File: src/rtl/xdb_pkg.sv
package xdb_pkg;
  localparam int XDB_ADDR_W = 3;

  typedef enum logic [XDB_ADDR_W-1:0] {
    REG_RING     = 3'd0,
    REG_ACK      = 3'd1,
    REG_STAT     = 3'd2,
    REG_MASK_IN  = 3'd3,
    REG_MASK_OUT = 3'd4
  } xdb_reg_e;
endpackage

File: src/rtl/xdb_dir_reg.sv
// One signalling direction: request bits, mask bits and the registered interrupt.
module xdb_dir_reg #(
  parameter int W = 16
) (
  input  logic         clk,
  input  logic         rst,
  input  logic [W-1:0] set_bits,
  input  logic [W-1:0] clr_bits,
  input  logic         mask_we_rx,
  input  logic [W-1:0] mask_wd_rx,
  input  logic         mask_we_tx,
  input  logic [W-1:0] mask_wd_tx,
  output logic [W-1:0] req_q,
  output logic [W-1:0] mask_q,
  output logic         irq_q
);
  logic [W-1:0] req_d;
  logic [W-1:0] pend;

  // set dominates clear so no ring is lost
  assign req_d = (req_q & ~clr_bits) | set_bits;
  assign pend  = req_q & ~mask_q;

  always_ff @(posedge clk) begin
    if (rst) begin
      req_q  <= '0;
      mask_q <= '1;
      irq_q  <= 1'b0;
    end else begin
      req_q <= req_d;
      if (mask_we_rx)      mask_q <= mask_wd_rx;
      else if (mask_we_tx) mask_q <= mask_wd_tx;
      irq_q <= |pend;
    end
  end

  AST_RESET_STATE: assert property (@(posedge clk)
    (!rst && $past(rst)) |-> (req_q == '0 && mask_q == '1 && !irq_q));
  AST_SET_STICKS: assert property (@(posedge clk) disable iff (rst)
    (|set_bits) |=> ((req_q & $past(set_bits)) == $past(set_bits)));
  AST_CLR_DROPS: assert property (@(posedge clk) disable iff (rst)
    (|(clr_bits & ~set_bits)) |=> ((req_q & $past(clr_bits & ~set_bits)) == '0));
  AST_SET_WINS: assert property (@(posedge clk) disable iff (rst)
    (|(clr_bits & set_bits)) |=> ((req_q & $past(clr_bits & set_bits)) == $past(clr_bits & set_bits)));
  AST_FULL_MASK_QUIET: assert property (@(posedge clk) disable iff (rst)
    (&mask_q) |=> !irq_q);
  AST_RX_MASK_WINS: assert property (@(posedge clk) disable iff (rst)
    mask_we_rx |=> (mask_q == $past(mask_wd_rx)));
endmodule

File: src/rtl/xdb_side_port.sv
// Register decode and registered readback for one side.
module xdb_side_port
  import xdb_pkg::*;
#(
  parameter int W      = 16,
  parameter int HB_BIT = W - 1
) (
  input  logic                  clk,
  input  logic                  rst,
  input  logic                  wr_en,
  input  logic                  rd_en,
  input  logic [XDB_ADDR_W-1:0] addr,
  input  logic [W-1:0]          wdata,
  input  logic                  beat,
  input  logic                  beat_ok,
  input  logic [W-1:0]          out_req,
  input  logic [W-1:0]          in_req,
  input  logic [W-1:0]          out_mask,
  input  logic [W-1:0]          in_mask,
  output logic [W-1:0]          out_set,
  output logic [W-1:0]          in_clr,
  output logic                  in_mask_we,
  output logic                  out_mask_we,
  output logic [W-1:0]          rd_data
);
  localparam logic [W-1:0] HB_ONE = {{(W-1){1'b0}}, 1'b1} << HB_BIT;

  always_comb begin
    out_set = '0;
    if (wr_en && addr == REG_RING) out_set = wdata & ~HB_ONE;
    if (beat && beat_ok)           out_set = out_set | HB_ONE;
    in_clr = (wr_en && addr == REG_ACK) ? wdata : '0;
  end

  assign in_mask_we  = wr_en && (addr == REG_MASK_IN);
  assign out_mask_we = wr_en && (addr == REG_MASK_OUT);

  always_ff @(posedge clk) begin
    if (rst) begin
      rd_data <= '0;
    end else if (rd_en) begin
      case (addr)
        REG_RING:     rd_data <= out_req;
        REG_STAT:     rd_data <= in_req;
        REG_MASK_IN:  rd_data <= in_mask;
        REG_MASK_OUT: rd_data <= out_mask;
        default:      rd_data <= '0;
      endcase
    end
  end

  AST_RD_RESET: assert property (@(posedge clk)
    (!rst && $past(rst)) |-> (rd_data == '0));
  AST_STAT_RAW: assert property (@(posedge clk) disable iff (rst)
    (rd_en && addr == REG_STAT) |=> (rd_data == $past(in_req)));
  AST_RD_HOLD: assert property (@(posedge clk) disable iff (rst)
    !rd_en |=> $stable(rd_data));
endmodule

File: src/rtl/xdom_doorbell.sv
module xdom_doorbell
  import xdb_pkg::*;
#(
  parameter int W      = 16,
  parameter int HB_BIT = 15
) (
  input  logic                  clk,
  input  logic                  rst,
  input  logic                  active_sel,
  input  logic                  a_wr_en,
  input  logic                  a_rd_en,
  input  logic [XDB_ADDR_W-1:0] a_addr,
  input  logic [W-1:0]          a_wdata,
  input  logic                  a_beat,
  output logic [W-1:0]          a_rd_data,
  output logic                  a_irq,
  input  logic                  b_wr_en,
  input  logic                  b_rd_en,
  input  logic [XDB_ADDR_W-1:0] b_addr,
  input  logic [W-1:0]          b_wdata,
  input  logic                  b_beat,
  output logic [W-1:0]          b_rd_data,
  output logic                  b_irq
);
  localparam int NSIDE = 2;

  // index 0 = side A / direction A->B, index 1 = side B / direction B->A
  logic [NSIDE-1:0]                 wr_v, rd_v, beat_v, mwe_in, mwe_out, irq_v;
  logic [NSIDE-1:0][XDB_ADDR_W-1:0] adr_v;
  logic [NSIDE-1:0][W-1:0]          wd_v, set_v, clr_v, req_v, msk_v, rdd_v;

  assign wr_v   = {b_wr_en, a_wr_en};
  assign rd_v   = {b_rd_en, a_rd_en};
  assign beat_v = {b_beat, a_beat};
  assign adr_v  = {b_addr, a_addr};
  assign wd_v   = {b_wdata, a_wdata};

  for (genvar s = 0; s < NSIDE; s++) begin : g_side
    xdb_side_port #(.W(W), .HB_BIT(HB_BIT)) u_port (
      .clk         (clk),
      .rst         (rst),
      .wr_en       (wr_v[s]),
      .rd_en       (rd_v[s]),
      .addr        (adr_v[s]),
      .wdata       (wd_v[s]),
      .beat        (beat_v[s]),
      .beat_ok     (active_sel == (s == 1)),
      .out_req     (req_v[s]),
      .in_req      (req_v[1-s]),
      .out_mask    (msk_v[s]),
      .in_mask     (msk_v[1-s]),
      .out_set     (set_v[s]),
      .in_clr      (clr_v[s]),
      .in_mask_we  (mwe_in[s]),
      .out_mask_we (mwe_out[s]),
      .rd_data     (rdd_v[s])
    );

    xdb_dir_reg #(.W(W)) u_dir (
      .clk        (clk),
      .rst        (rst),
      .set_bits   (set_v[s]),
      .clr_bits   (clr_v[1-s]),
      .mask_we_rx (mwe_in[1-s]),
      .mask_wd_rx (wd_v[1-s]),
      .mask_we_tx (mwe_out[s]),
      .mask_wd_tx (wd_v[s]),
      .req_q      (req_v[s]),
      .mask_q     (msk_v[s]),
      .irq_q      (irq_v[s])
    );
  end

  assign a_rd_data = rdd_v[0];
  assign b_rd_data = rdd_v[1];
  assign a_irq     = irq_v[1];
  assign b_irq     = irq_v[0];

  AST_HB_ONLY_A: assert property (@(posedge clk) disable iff (rst)
    $rose(req_v[0][HB_BIT]) |-> $past(a_beat && !active_sel));
  AST_HB_ONLY_B: assert property (@(posedge clk) disable iff (rst)
    $rose(req_v[1][HB_BIT]) |-> $past(b_beat && active_sel));
endmodule

File: config.mk
export PLATFORM = sky130hd
export DESIGN_NAME = xdom_doorbell
export DESIGN_NICKNAME = d
export VERILOG_FILES = /design/src/rtl/xdb_pkg.sv /design/src/rtl/xdb_dir_reg.sv /design/src/rtl/xdb_side_port.sv /design/src/rtl/xdom_doorbell.sv
export SDC_FILE = /design/constraint.sdc
export NUM_CORES = 1
export LEC_CHECK = 0
export BUFFER_PORTS_ARGS = -buffer_cell sky130_fd_sc_hd__buf_2
export CELL_PAD_IN_SITES_DETAIL_PLACEMENT = 0
export CELL_PAD_IN_SITES_GLOBAL_PLACEMENT = 1
export CORE_ASPECT_RATIO = 0.9
export CORE_UTILIZATION = 42
export CTS_CLUSTER_SIZE = 24
export DETAILED_ROUTE_END_ITERATION = 12
export PLACE_DENSITY_LB_ADDON = 0.1
export SYNTH_ARGS = -nofsm -noshare
export SYNTH_HDL_FRONTEND = slang
export SYNTH_SLANG_ARGS = --single-unit
File: constraint.sdc
create_clock -name clk -period 1.7 [get_ports clk]
set_input_delay 0.17 -clock clk [delete_from_list [all_inputs] [get_ports clk]]
set_output_delay 0.17 -clock clk [all_outputs]
set_load 0.005 [all_outputs]
==> results_dict.tcl, run 1 <==
set metrics [dict create \
    p_per_area_nw_per_um2 911 \
    n_antenna_cell 0 \
    clock_skew_ns 0.00587 \
    dp_cells 755 \
    drive_above_1_share_pct 20.1 \
    core_um2 10900 \
    hp-start "a_wdata[13]" \
    max_slew_margin_pct 18.7 \
    regToRegStartpoint "g_side[0].u_dir.req_q[1]$_SDFF_PP0_" \
    combPwrFrac_pct 11.1 \
    holdWs_ns 0.0858 \
    hold_end "g_side[0].u_dir.req_q[13]$_SDFF_PP0_" \
    gr-usage-met1_pct 41.7 \
    postCtsSetupBuffers 0 \
    rows 36 \
    synth_warnings 0 \
    clock_tree.buffer_depth 2 \
    avgSynthCellArea_um2 8.78 \
    yosys_register_bits 98 \
    first_pass_iters 6 \
    max_freq_ghz 0.736 \
    fin_util_pct 51.3 \
    clk_pin_slew_worst_paths_ns 0.06 \
    endpoint_kind "flip-flop" \
    cts_sinks 98 \
    ctsHtreeMaxLevel 3 \
    die_w_um 114 \
    period_share_pct 80.0 \
    cts_made_buffers 9 \
    hold_viol 0 \
    tightestPinTransition_ns 1.22 \
    grtUsageMet3_pct 5.11 \
    hold_path_depth 2 \
    swShare_pct 25.1 \
    vdd_ir_drop_max_uv 602 \
    seqPwrFrac_pct 48.8 \
    r2r_cells 4 \
    vias 4457 \
    ys_types 43 \
    rrSetupSlack_ns 0.41 \
    start_util_pct 43.6 \
    fin_nets 661 \
    worstReg2RegEnd "g_side[1].u_port.rd_data[1]$_SDFFE_PP0P_" \
    routedWlPerCell_um 21.1 \
    syn_inst 543 \
    drtAntennaViolNets 0 \
    rsz0062_at_grt "false" \
    totalWireLength_mm 16.2 \
    grtUsageTotal_pct 28.7 \
    dieArea_um2 11800 \
    globalplace.congestion 0.893 \
    overflow 0 \
    crit_fanout 15 \
    startpoint_type "input port" \
    hold_class "in2reg" \
    stdcell_count 769 \
    p_sw_mw 1.28 \
    top_usage_layer "met2" \
    critical_path_class "in2reg" \
    internal_power_mw 3.83 \
    num_io_pins 81 \
    cp.required_ns 1.97 \
    area_growth_pct 17.7 \
    antenna_found_initial 0 \
    ctsResizeCount 0 \
    drtIter0Drc 396 \
    cap_violations 0 \
    seq_area_frac_synth_pct 41.2 \
    cp_slowest_cell "nor2_1" \
    slew_viol_final 0 \
    grt_pass1_wl_mm 24.8 \
    post-route-drc-count 0 \
    use_met2_pct 44.1 \
    grt_pass1_vias 4151 \
    dp_hpwl_mm 11.4 \
    viasPerCell 5.80 \
    fillerInstances 1074 \
    syn_area_um2 4770 \
    cpPeakStageDelay_ns 0.93 \
    cp.arrival_ns 1.63 \
    die_height_um 103 \
    setup_viol 0 \
    min_period_ns 1.36 \
    tns_ns 0 \
    clockPowerShare_pct 40.1 \
    clock_latency_ns 0.34 \
    crit_chain "buf_2, nor2_1, a22oi_1, o21ai_1" \
    status "completed" \
    syn_nets 590 \
    cts_hold_buf 0 \
    cts_tree "yes" \
    root_buffer "clkbuf_16" \
    p_leak_nw 2.35 \
    io_buffers 80 \
    grt_start_max_net_pins 31 \
]
-- cell usage after synthesis, drive strengths merged --
cell / instances / area share (%)
nand4: 1 / 0.13
nand2: 65 / 5.1
and4bb: 2 / 0.52
nor2: 74 / 6.1
a221o: 16 / 3.4
buf: 31 / 4.3
and2: 2 / 0.26
or3: 1 / 0.13
nand3: 4 / 0.52
o2111ai: 2 / 0.37
or3b: 1 / 0.18
a221oi: 4 / 0.73
and3: 2 / 0.26
a32o: 30 / 6.3
o311a: 1 / 0.21
nor3: 3 / 0.31
o22ai: 8 / 1.0
dfxtp: 98 / 41
nand2b: 9 / 1.3
a22oi: 16 / 2.5
mux2: 1 / 0.24
a31oi: 19 / 2.5
o21ai: 15 / 1.6
nand3b: 1 / 0.16
inv: 27 / 2.1
a21oi: 32 / 3.4
nor4: 2 / 0.71
nor3b: 1 / 0.39
clkbuf: 9 / 0.71
mux2i: 48 / 10
a2bb2oi: 16 / 2.9
nor2b: 2 / 0.26
-- power groups by stage --
stage / clock (mW) / sequential, mW / combinational, mW
after floorplan: 0 / 2.50 / 0.329
after global placement: 0 / 2.54 / 0.554
after CTS: 2.06 / 2.49 / 0.564
after global routing: 2.15 / 2.50 / 0.618
final: 2.05 / 2.49 / 0.568
after detailed placement: 0 / 2.54 / 0.562
-- layout by cell type (no fill, tap or decap), drive strengths merged, types with 3 or more instances in the layout --
cell type  instances
buf              100
dfxtp             98
nor2              74
nand2             65
mux2i             48
a21oi             32
a32o              30
inv               27
a31oi             19
a2bb2oi           16
a221o             16
a22oi             16
o21ai             15
clkbuf            11
nand2b             9
o22ai              8
a221oi             4
nand3              4
nor3               3
-- worst max-delay path: cells and delay by family --
| family | cells | cell delay, ns |
|---|---|---|
| AO/OA/AOI/OAI | 2 | 0.36 |
| buffers and inverters | 1 | 0.17 |
| AND/OR/NAND/NOR | 1 | 0.93 |
-- worst max path at each step --
stage / from / slack, ns / to / cells past startpoint
floorplan: a_addr[2] / 0.44 / g_side[1].u_dir.req_q[10]$_SDFF_PP0_ / 6
global placement: rst / 0.02 / g_side[0].u_port.rd_data[2]$_SDFFE_PP0P_ / 4
detailed placement: rst / -0.02 / g_side[0].u_port.rd_data[6]$_SDFFE_PP0P_ / 4
CTS: rst / 0.33 / g_side[0].u_port.rd_data[6]$_SDFFE_PP0P_ / 4
global route: rst / 0.20 / g_side[0].u_port.rd_data[15]$_SDFFE_PP0P_ / 4
finish: rst / 0.34 / g_side[0].u_port.rd_data[6]$_SDFFE_PP0P_ / 4
-- stage by stage --
stage               area [um2]  total power, mW  worst slack [ns]
CTS                       5610             5.11             0.331
detailed placement        5320             3.10           -0.0173
global route              5610             5.27             0.199
global placement          5320             3.09            0.0236
floorplan                 4770             2.83             0.442
finish                    5610             5.11             0.340
-- kinds of logic after synthesis --
group	count (synthesis)	share of synthesized area, %
AO/OA/AOI/OAI	159	24.9
buffers and inverters	67	7.16
flip-flops	98	41.2
multiplexers	49	10.3
AND/OR/NAND/NOR	170	16.5
-- final cells by class --
cell class / instances / area, um2 / share of cell area (%)
Sequential cell: 98 / 1960 / 35.0
Inverter: 27 / 101 / 1.81
Timing Repair Buffer: 100 / 601 / 10.7
Clock buffer: 11 / 253 / 4.50
Tap cell: 152 / 190 / 3.39
Clock inverter: 3 / 40.0 / 0.714
Multi-Input combinational cell: 378 / 2460 / 43.9
-- sequential cells by signal, indices dropped and copies added, names as in the netlist --
name / count
g_side.u_dir.irq_q: 2
g_side.u_dir.mask_q: 32
g_side.u_port.rd_data: 32
g_side.u_dir.req_q: 32
-- layer usage --
layer | routed length [um] | vias to the layer above
met5 | 0 | -
met4 | 243 | 0
met3 | 1120 | 23
met2 | 7040 | 191
met1 | 7820 | 2117
li1 | - | 2126
No activity file was read; power rests on OpenSTA's default activity.
==> run 2: changes to the inputs <==
- clock period: 1.7 -> 1.4 ns (I/O delays scaled with it)
==> run 2 against run 1 <==
Net effect:
- global-route usage is 1.1 points higher
- hold slack worse by 0.032 ns
- sequential share of layout area is 1.6 points lower
- count of clock-buffer cells in the layout is 2 higher
- total power is 24% higher
- cell count is 3.3% higher
- critical path type is now reg2reg
- wire length is 3.0% higher
- register-to-register slack worse by 0.32 ns
- non-clock buffer count is 24 higher
- sequential power is 21% higher
- combinational power is 35% higher
==> results_dict.tcl, run 2 (synthesized netlist as in run 1, its figures left out) <==
set metrics [dict create \
    status "completed" \
    drive_above_1_share_pct 23.1 \
    vdd_ir_drop_max_uv 891 \
    vias 4536 \
    drtAntennaViolNets 0 \
    internal_power_mw 4.76 \
    root_buffer "clkbuf_16" \
    rows 36 \
    n_antenna_cell 0 \
    start_util_pct 43.6 \
    placed_area_um2 5570 \
    p_per_area_nw_per_um2 1080 \
    drtIter0Drc 341 \
    period_share_pct 93.4 \
    wl_met1_mm 7.61 \
    totalWireLength_mm 16.7 \
    die_height_um 103 \
    cts_hold_buf 0 \
    r2r_cells 3 \
    die_w_um 114 \
    crit_fanout 4 \
    io_buffers 80 \
    clock_latency_ns 0.34 \
    pre_cts_slack_ns -0.00391 \
    min_period_ns 1.31 \
    met2_length_mm 7.45 \
    postCtsSetupBuffers 0 \
    ctsResizeCount 0 \
    seqPwrFrac_pct 47.6 \
    grt_start_max_net_pins 21 \
    rrSetupSlack_ns 0.09 \
    layout_setup_ws_ns 0.0925 \
    viasPerCell 5.71 \
    area_growth_pct 23.3 \
    grt_pass1_vias 4374 \
    stdcell_count 794 \
    num_io_pins 81 \
    cp.required_ns 1.59 \
    clockPowerShare_pct 40.2 \
    swShare_pct 24.7 \
    routedWlPerCell_um 21.0 \
    clock_tree.buffer_depth 2 \
    hold_viol 0 \
    core_um2 10900 \
    overflow 0 \
    setup_viol 0 \
    clock_skew_ns 0.00555 \
    combPwrFrac_pct 12.2 \
    cts_tree "yes" \
    finalPower_mw 6.32 \
    final_cell_mix "dfxtp_1 (98), buf_2 (80), nor2_1 (70), nand2_1 (65), mux2i_1 (48)" \
    fin_nets 685 \
    critical_path_class "reg2reg" \
    holdWs_ns 0.0541 \
    tns_ns 0 \
    globalplace.congestion 0.872 \
    hold_class "in2reg" \
    cp.arrival_ns 1.49 \
    max_slew_margin_pct 50.7 \
    slew_viol_final 0 \
    cts_sinks 98 \
    cts_made_buffers 9 \
    routed.top_layer "met4" \
    largestRegisters "g_side.u_dir.mask_q: 32 flops, g_side.u_dir.req_q: 32 flops, g_side.u_port.rd_data: 32 flops" \
    dp_hpwl_mm 12.1 \
    p_sw_mw 1.56 \
    fin_area_um2 5880 \
    clk_pin_slew_worst_paths_ns 0.06 \
    endpoint_kind "flip-flop" \
    hold_path_depth 2 \
    tightestPinTransition_ns 0.738 \
    p_leak_nw 2.50 \
    fin_util_pct 53.7 \
    grt_pass1_wl_mm 25.4 \
    dp_cells 779 \
    dieArea_um2 11800 \
    post-route-drc-count 0 \
    first_pass_iters 5 \
    ctsHtreeMaxLevel 3 \
    rsz0062_at_grt "false" \
    cap_violations 0 \
    max_freq_ghz 0.765 \
    antenna_found_initial 0 \
    startpoint_type "flip-flop" \
    final_common_cell "dfxtp_1" \
    grtUsageTotal_pct 29.7 \
    met3WireLength_mm 1.32 \
]
## run 2: per-layer routing
metal,vias to the layer above,global-route usage [%]
met3,27,5.88
met4,0,9.89
met2,196,48.0
met1,2129,39.9
li1,2184,-
met5,-,0
## run 2: final timing paths
path / startpoint / endpoint
worst max-delay path: g_side[1].u_dir.mask_q[7]$_SDFFE_PP1P_ / g_side[1].u_dir.irq_q$_SDFF_PP0_
worst min-delay path: b_wdata[1] / g_side[1].u_dir.req_q[1]$_SDFF_PP0_
worst max register to register: g_side[1].u_dir.mask_q[7]$_SDFFE_PP1P_ / g_side[1].u_dir.irq_q$_SDFF_PP0_
worst min register to register: g_side[1].u_port.rd_data[11]$_SDFFE_PP0P_ / g_side[1].u_port.rd_data[11]$_SDFFE_PP0P_
## run 2: power groups by stage
stage | combinational, mW | sequential, mW | clock, mW
final | 0.769 | 3.01 | 2.54
after global routing | 0.830 | 3.02 | 2.70
after CTS | 0.762 | 3.00 | 2.59
after detailed placement | 0.760 | 3.07 | 0
after global placement | 0.748 | 3.07 | 0
after floorplan | 0.400 | 3.03 | 0
## run 2: final cells by class
| class | instances | area [um2] |
|---|---|---|
| Timing Repair Buffer | 124 | 856 |
| Clock buffer | 13 | 270 |
| Sequential cell | 98 | 1960 |
| Tap cell | 152 | 190 |
| Fill cell | 1021 | 5070 |
| Clock inverter | 2 | 35.0 |
| Multi-Input combinational cell | 378 | 2460 |
| Inverter | 27 | 101 |
## run 2: worst max-delay path: stages (launching register included)
cell and delay, ns:
dfxtp_1 0.39, inv_1 0.06, a221oi_1 0.50, a31oi_1 0.22
==> run 3: changes to the inputs <==
- ABC_AREA: unset -> 1
- CAP_MARGIN: unset -> 20
- CORE_UTILIZATION: 42 -> 40
- HOLD_SLACK_MARGIN: unset -> 0.08
==> run 3 against run 2 <==
Net effect:
- wire length is 18% higher
- die area is 17% higher
- cell count is 36% higher
- global-route usage is 0.052 points higher
- synthesized area is 11% higher
- clock power hardly changed
- combinational power is 29% higher
- core utilization is 2.0 points lower
- flip-flop and latch count stayed put
- critical path depth is 2 higher
- critical path type is now in2reg
- largest cell class unchanged
- largest power group unchanged
==> results_dict.tcl, run 3 <==
set metrics [dict create \
    syn_inst 804 \
    cpPeakStageDelay_ns 0.56 \
    largestRegisters "g_side.u_dir.mask_q: 32 flops, g_side.u_dir.req_q: 32 flops, g_side.u_port.rd_data: 32 flops" \
    vias 6117 \
    n_antenna_cell 0 \
    antenna_found_initial 0 \
    post-route-drc-count 0 \
    routedWlPerCell_um 18.4 \
    overflow 0 \
    hold_viol 0 \
    syn_nets 851 \
    fin_area_um2 6640 \
    cap_violations 0 \
    cp.required_ns 1.63 \
    swShare_pct 28.2 \
    crit_chain "dlygate4sd3_1, buf_2, nand2_1, dlygate4sd3_1, a21oi_1" \
    endpoint_kind "flip-flop" \
    grtUsageTotal_pct 29.8 \
    rsz0062_at_grt "false" \
    clockPowerShare_pct 38.6 \
    fin_util_pct 51.7 \
    area_growth_pct 25.1 \
    first_pass_iters 6 \
    synth_area_leaders "dfxtp_1 (37%), nand2_1 (13%), nand3_1 (9.9%), nand4_1 (8.1%), a21oi_1 (7.1%)" \
    grt_pass1_vias 5496 \
    critical_path_class "in2reg" \
    synth_flop_cell "dfxtp_1" \
    totalWireLength_mm 19.8 \
    seqPwrFrac_pct 46.3 \
    p_leak_nw 3.07 \
    drive_above_1_share_pct 16.8 \
    rows 39 \
    num_io_pins 81 \
    slew_viol_final 0 \
    dieArea_um2 13700 \
    syn_area_um2 5310 \
    start_util_pct 41.4 \
    drtIter0Drc 946 \
    synth_edf_count 0 \
    p_per_area_nw_per_um2 989 \
    synth_top_cell_by_area "dfxtp_1" \
    cts_sinks 98 \
    combPwrFrac_pct 15.1 \
    dp_cells 1028 \
    drtAntennaViolNets 0 \
    viasPerCell 5.68 \
    tightestPinTransition_ns 0.759 \
    crit_fanout 1 \
    cts_tree "yes" \
    root_buffer "clkbuf_16" \
    postCtsSetupBuffers 0 \
    period_share_pct 89.6 \
    max_slew_margin_pct 49.3 \
    status "completed" \
    yosys_register_bits 98 \
    startpoint_type "input port" \
    max_freq_ghz 0.797 \
    setup_viol 0 \
    cp_slowest_cell "dlygate4sd3_1" \
    seq_area_frac_synth_pct 37.0 \
    internal_power_mw 4.72 \
    clock_tree.buffer_depth 2 \
    die_w_um 123 \
    p_sw_mw 1.85 \
    finalPower_mw 6.57 \
    clock_latency_ns 0.36 \
    avgSynthCellArea_um2 6.60 \
    io_buffers 80 \
    placed_area_um2 6010 \
    holdWs_ns 0.106 \
    synth_warnings 0 \
    clk_pin_slew_worst_paths_ns 0.07 \
    grt_start_max_net_pins 49 \
    yosysMostFrequentCell "nand2_1" \
    ys_top_cells_by_count "nand2_1 (181), nand3_1 (105), dfxtp_1 (98)" \
    vdd_ir_drop_max_uv 783 \
    grt_pass1_wl_mm 30.7 \
    clock_skew_ns 0.00676 \
    dp_hpwl_mm 13.8 \
    layout_setup_ws_ns 0.145 \
    ys_types 24 \
    yosysTopAreaCellShare_pct 37.0 \
    core_um2 12800 \
    die_height_um 111 \
    final_cell_mix "nand2_1 (181), nand3_1 (105), dfxtp_1 (98), buf_2 (80), a21oi_1 (75)" \
    final_common_cell "nand2_1" \
    async_flop_share_pct 0 \
    tns_ns 0 \
    rrSetupSlack_ns 0.25 \
    stdcell_count 1076 \
    hold_class "in2reg" \
    fin_nets 956 \
    min_period_ns 1.25 \
    globalplace.congestion 0.945 \
    cp.arrival_ns 1.49 \
    cts_made_buffers 9 \
    pre_cts_slack_ns -0.00328 \
    cpMostUsedCell "dlygate4sd3_1" \
    ctsHtreeMaxLevel 3 \
]
==> run 3: changes by cell type in the layout (fill, tap and decap cells not counted), moves of 43 or more <==
cell	change
a21oi_1	+43
mux2i_1	-48
nand2_1	+116
nand3_1	+102
nand4_1	+68
nor2_1	-56
o21ai_1	+63
==> run 3: logic make-up after synthesis <==
logic type             synth area share, %
AOI/OAI and AO/OA                     18.5
DFF                                   37.0
buffers and inverters                 11.0
and+or+nand+nor                       33.6
==> run 3: layer usage <==
| metal | up-vias | track usage (%) | part of all wire [%] |
|---|---|---|---|
| li1 | 2962 | - | - |
| met1 | 2812 | 44.2 | 46 |
| met2 | 314 | 43.2 | 43 |
| met3 | 29 | 6.22 | 9.7 |
| met4 | 0 | 7.15 | 1.3 |
| met5 | - | 0 | 0 |
==> run 3: area by class of cell <==
class                   instances  area, um2
well taps                     164        205
fillers                      1334       6190
repair buffers                156       1130
inverters                      77        289
flip-flops and latches         98       1960
clock buffers                  10        239
clock inverters                 4       52.6
multi-input cells             567       2760
==> run 3: repair_timing <==
action	in CTS	in global routing
gates resized for setup	0	0
endpoints found under the hold margin	62	0
endpoints found under the setup margin	0	0
hold buffers	34	0
==> run 3: worst paths after layout <==
kind | from | to | depth (start not counted)
hold / removal | a_rd_en | g_side[0].u_port.rd_data[1]$_SDFFE_PP0P_ | 3
setup / recovery | b_beat | g_side[1].u_dir.req_q[15]$_SDFF_PP0_ | 5
setup reg to reg | g_side[1].u_dir.mask_q[10]$_SDFFE_PP1P_ | g_side[1].u_dir.irq_q$_SDFF_PP0_ | 7
hold reg to reg | g_side[1].u_port.rd_data[0]$_SDFFE_PP0P_ | g_side[1].u_port.rd_data[0]$_SDFFE_PP0P_ | 2
==> run 3: power by group through the flow <==
| stage | sequential [mW] | clock (mW) | combinational [mW] |
|---|---|---|---|
| 3_5_place_dp | 3.10 | 0 | 0.900 |
| 6_report | 3.04 | 2.54 | 0.991 |
| 2_1_floorplan | 3.05 | 0 | 0.532 |
| 4_1_cts | 3.03 | 2.60 | 0.975 |
| 3_3_place_gp | 3.09 | 0 | 0.886 |
| 5_1_grt | 3.05 | 2.69 | 1.09 |
==> run 3: critical path, delay by kind of cell <==
| family | cells | cell delay [ns] |
|---|---|---|
| compound gates | 1 | 0.07 |
| buf+inv | 3 | 1.22 |
| simple gates | 1 | 0.06 |
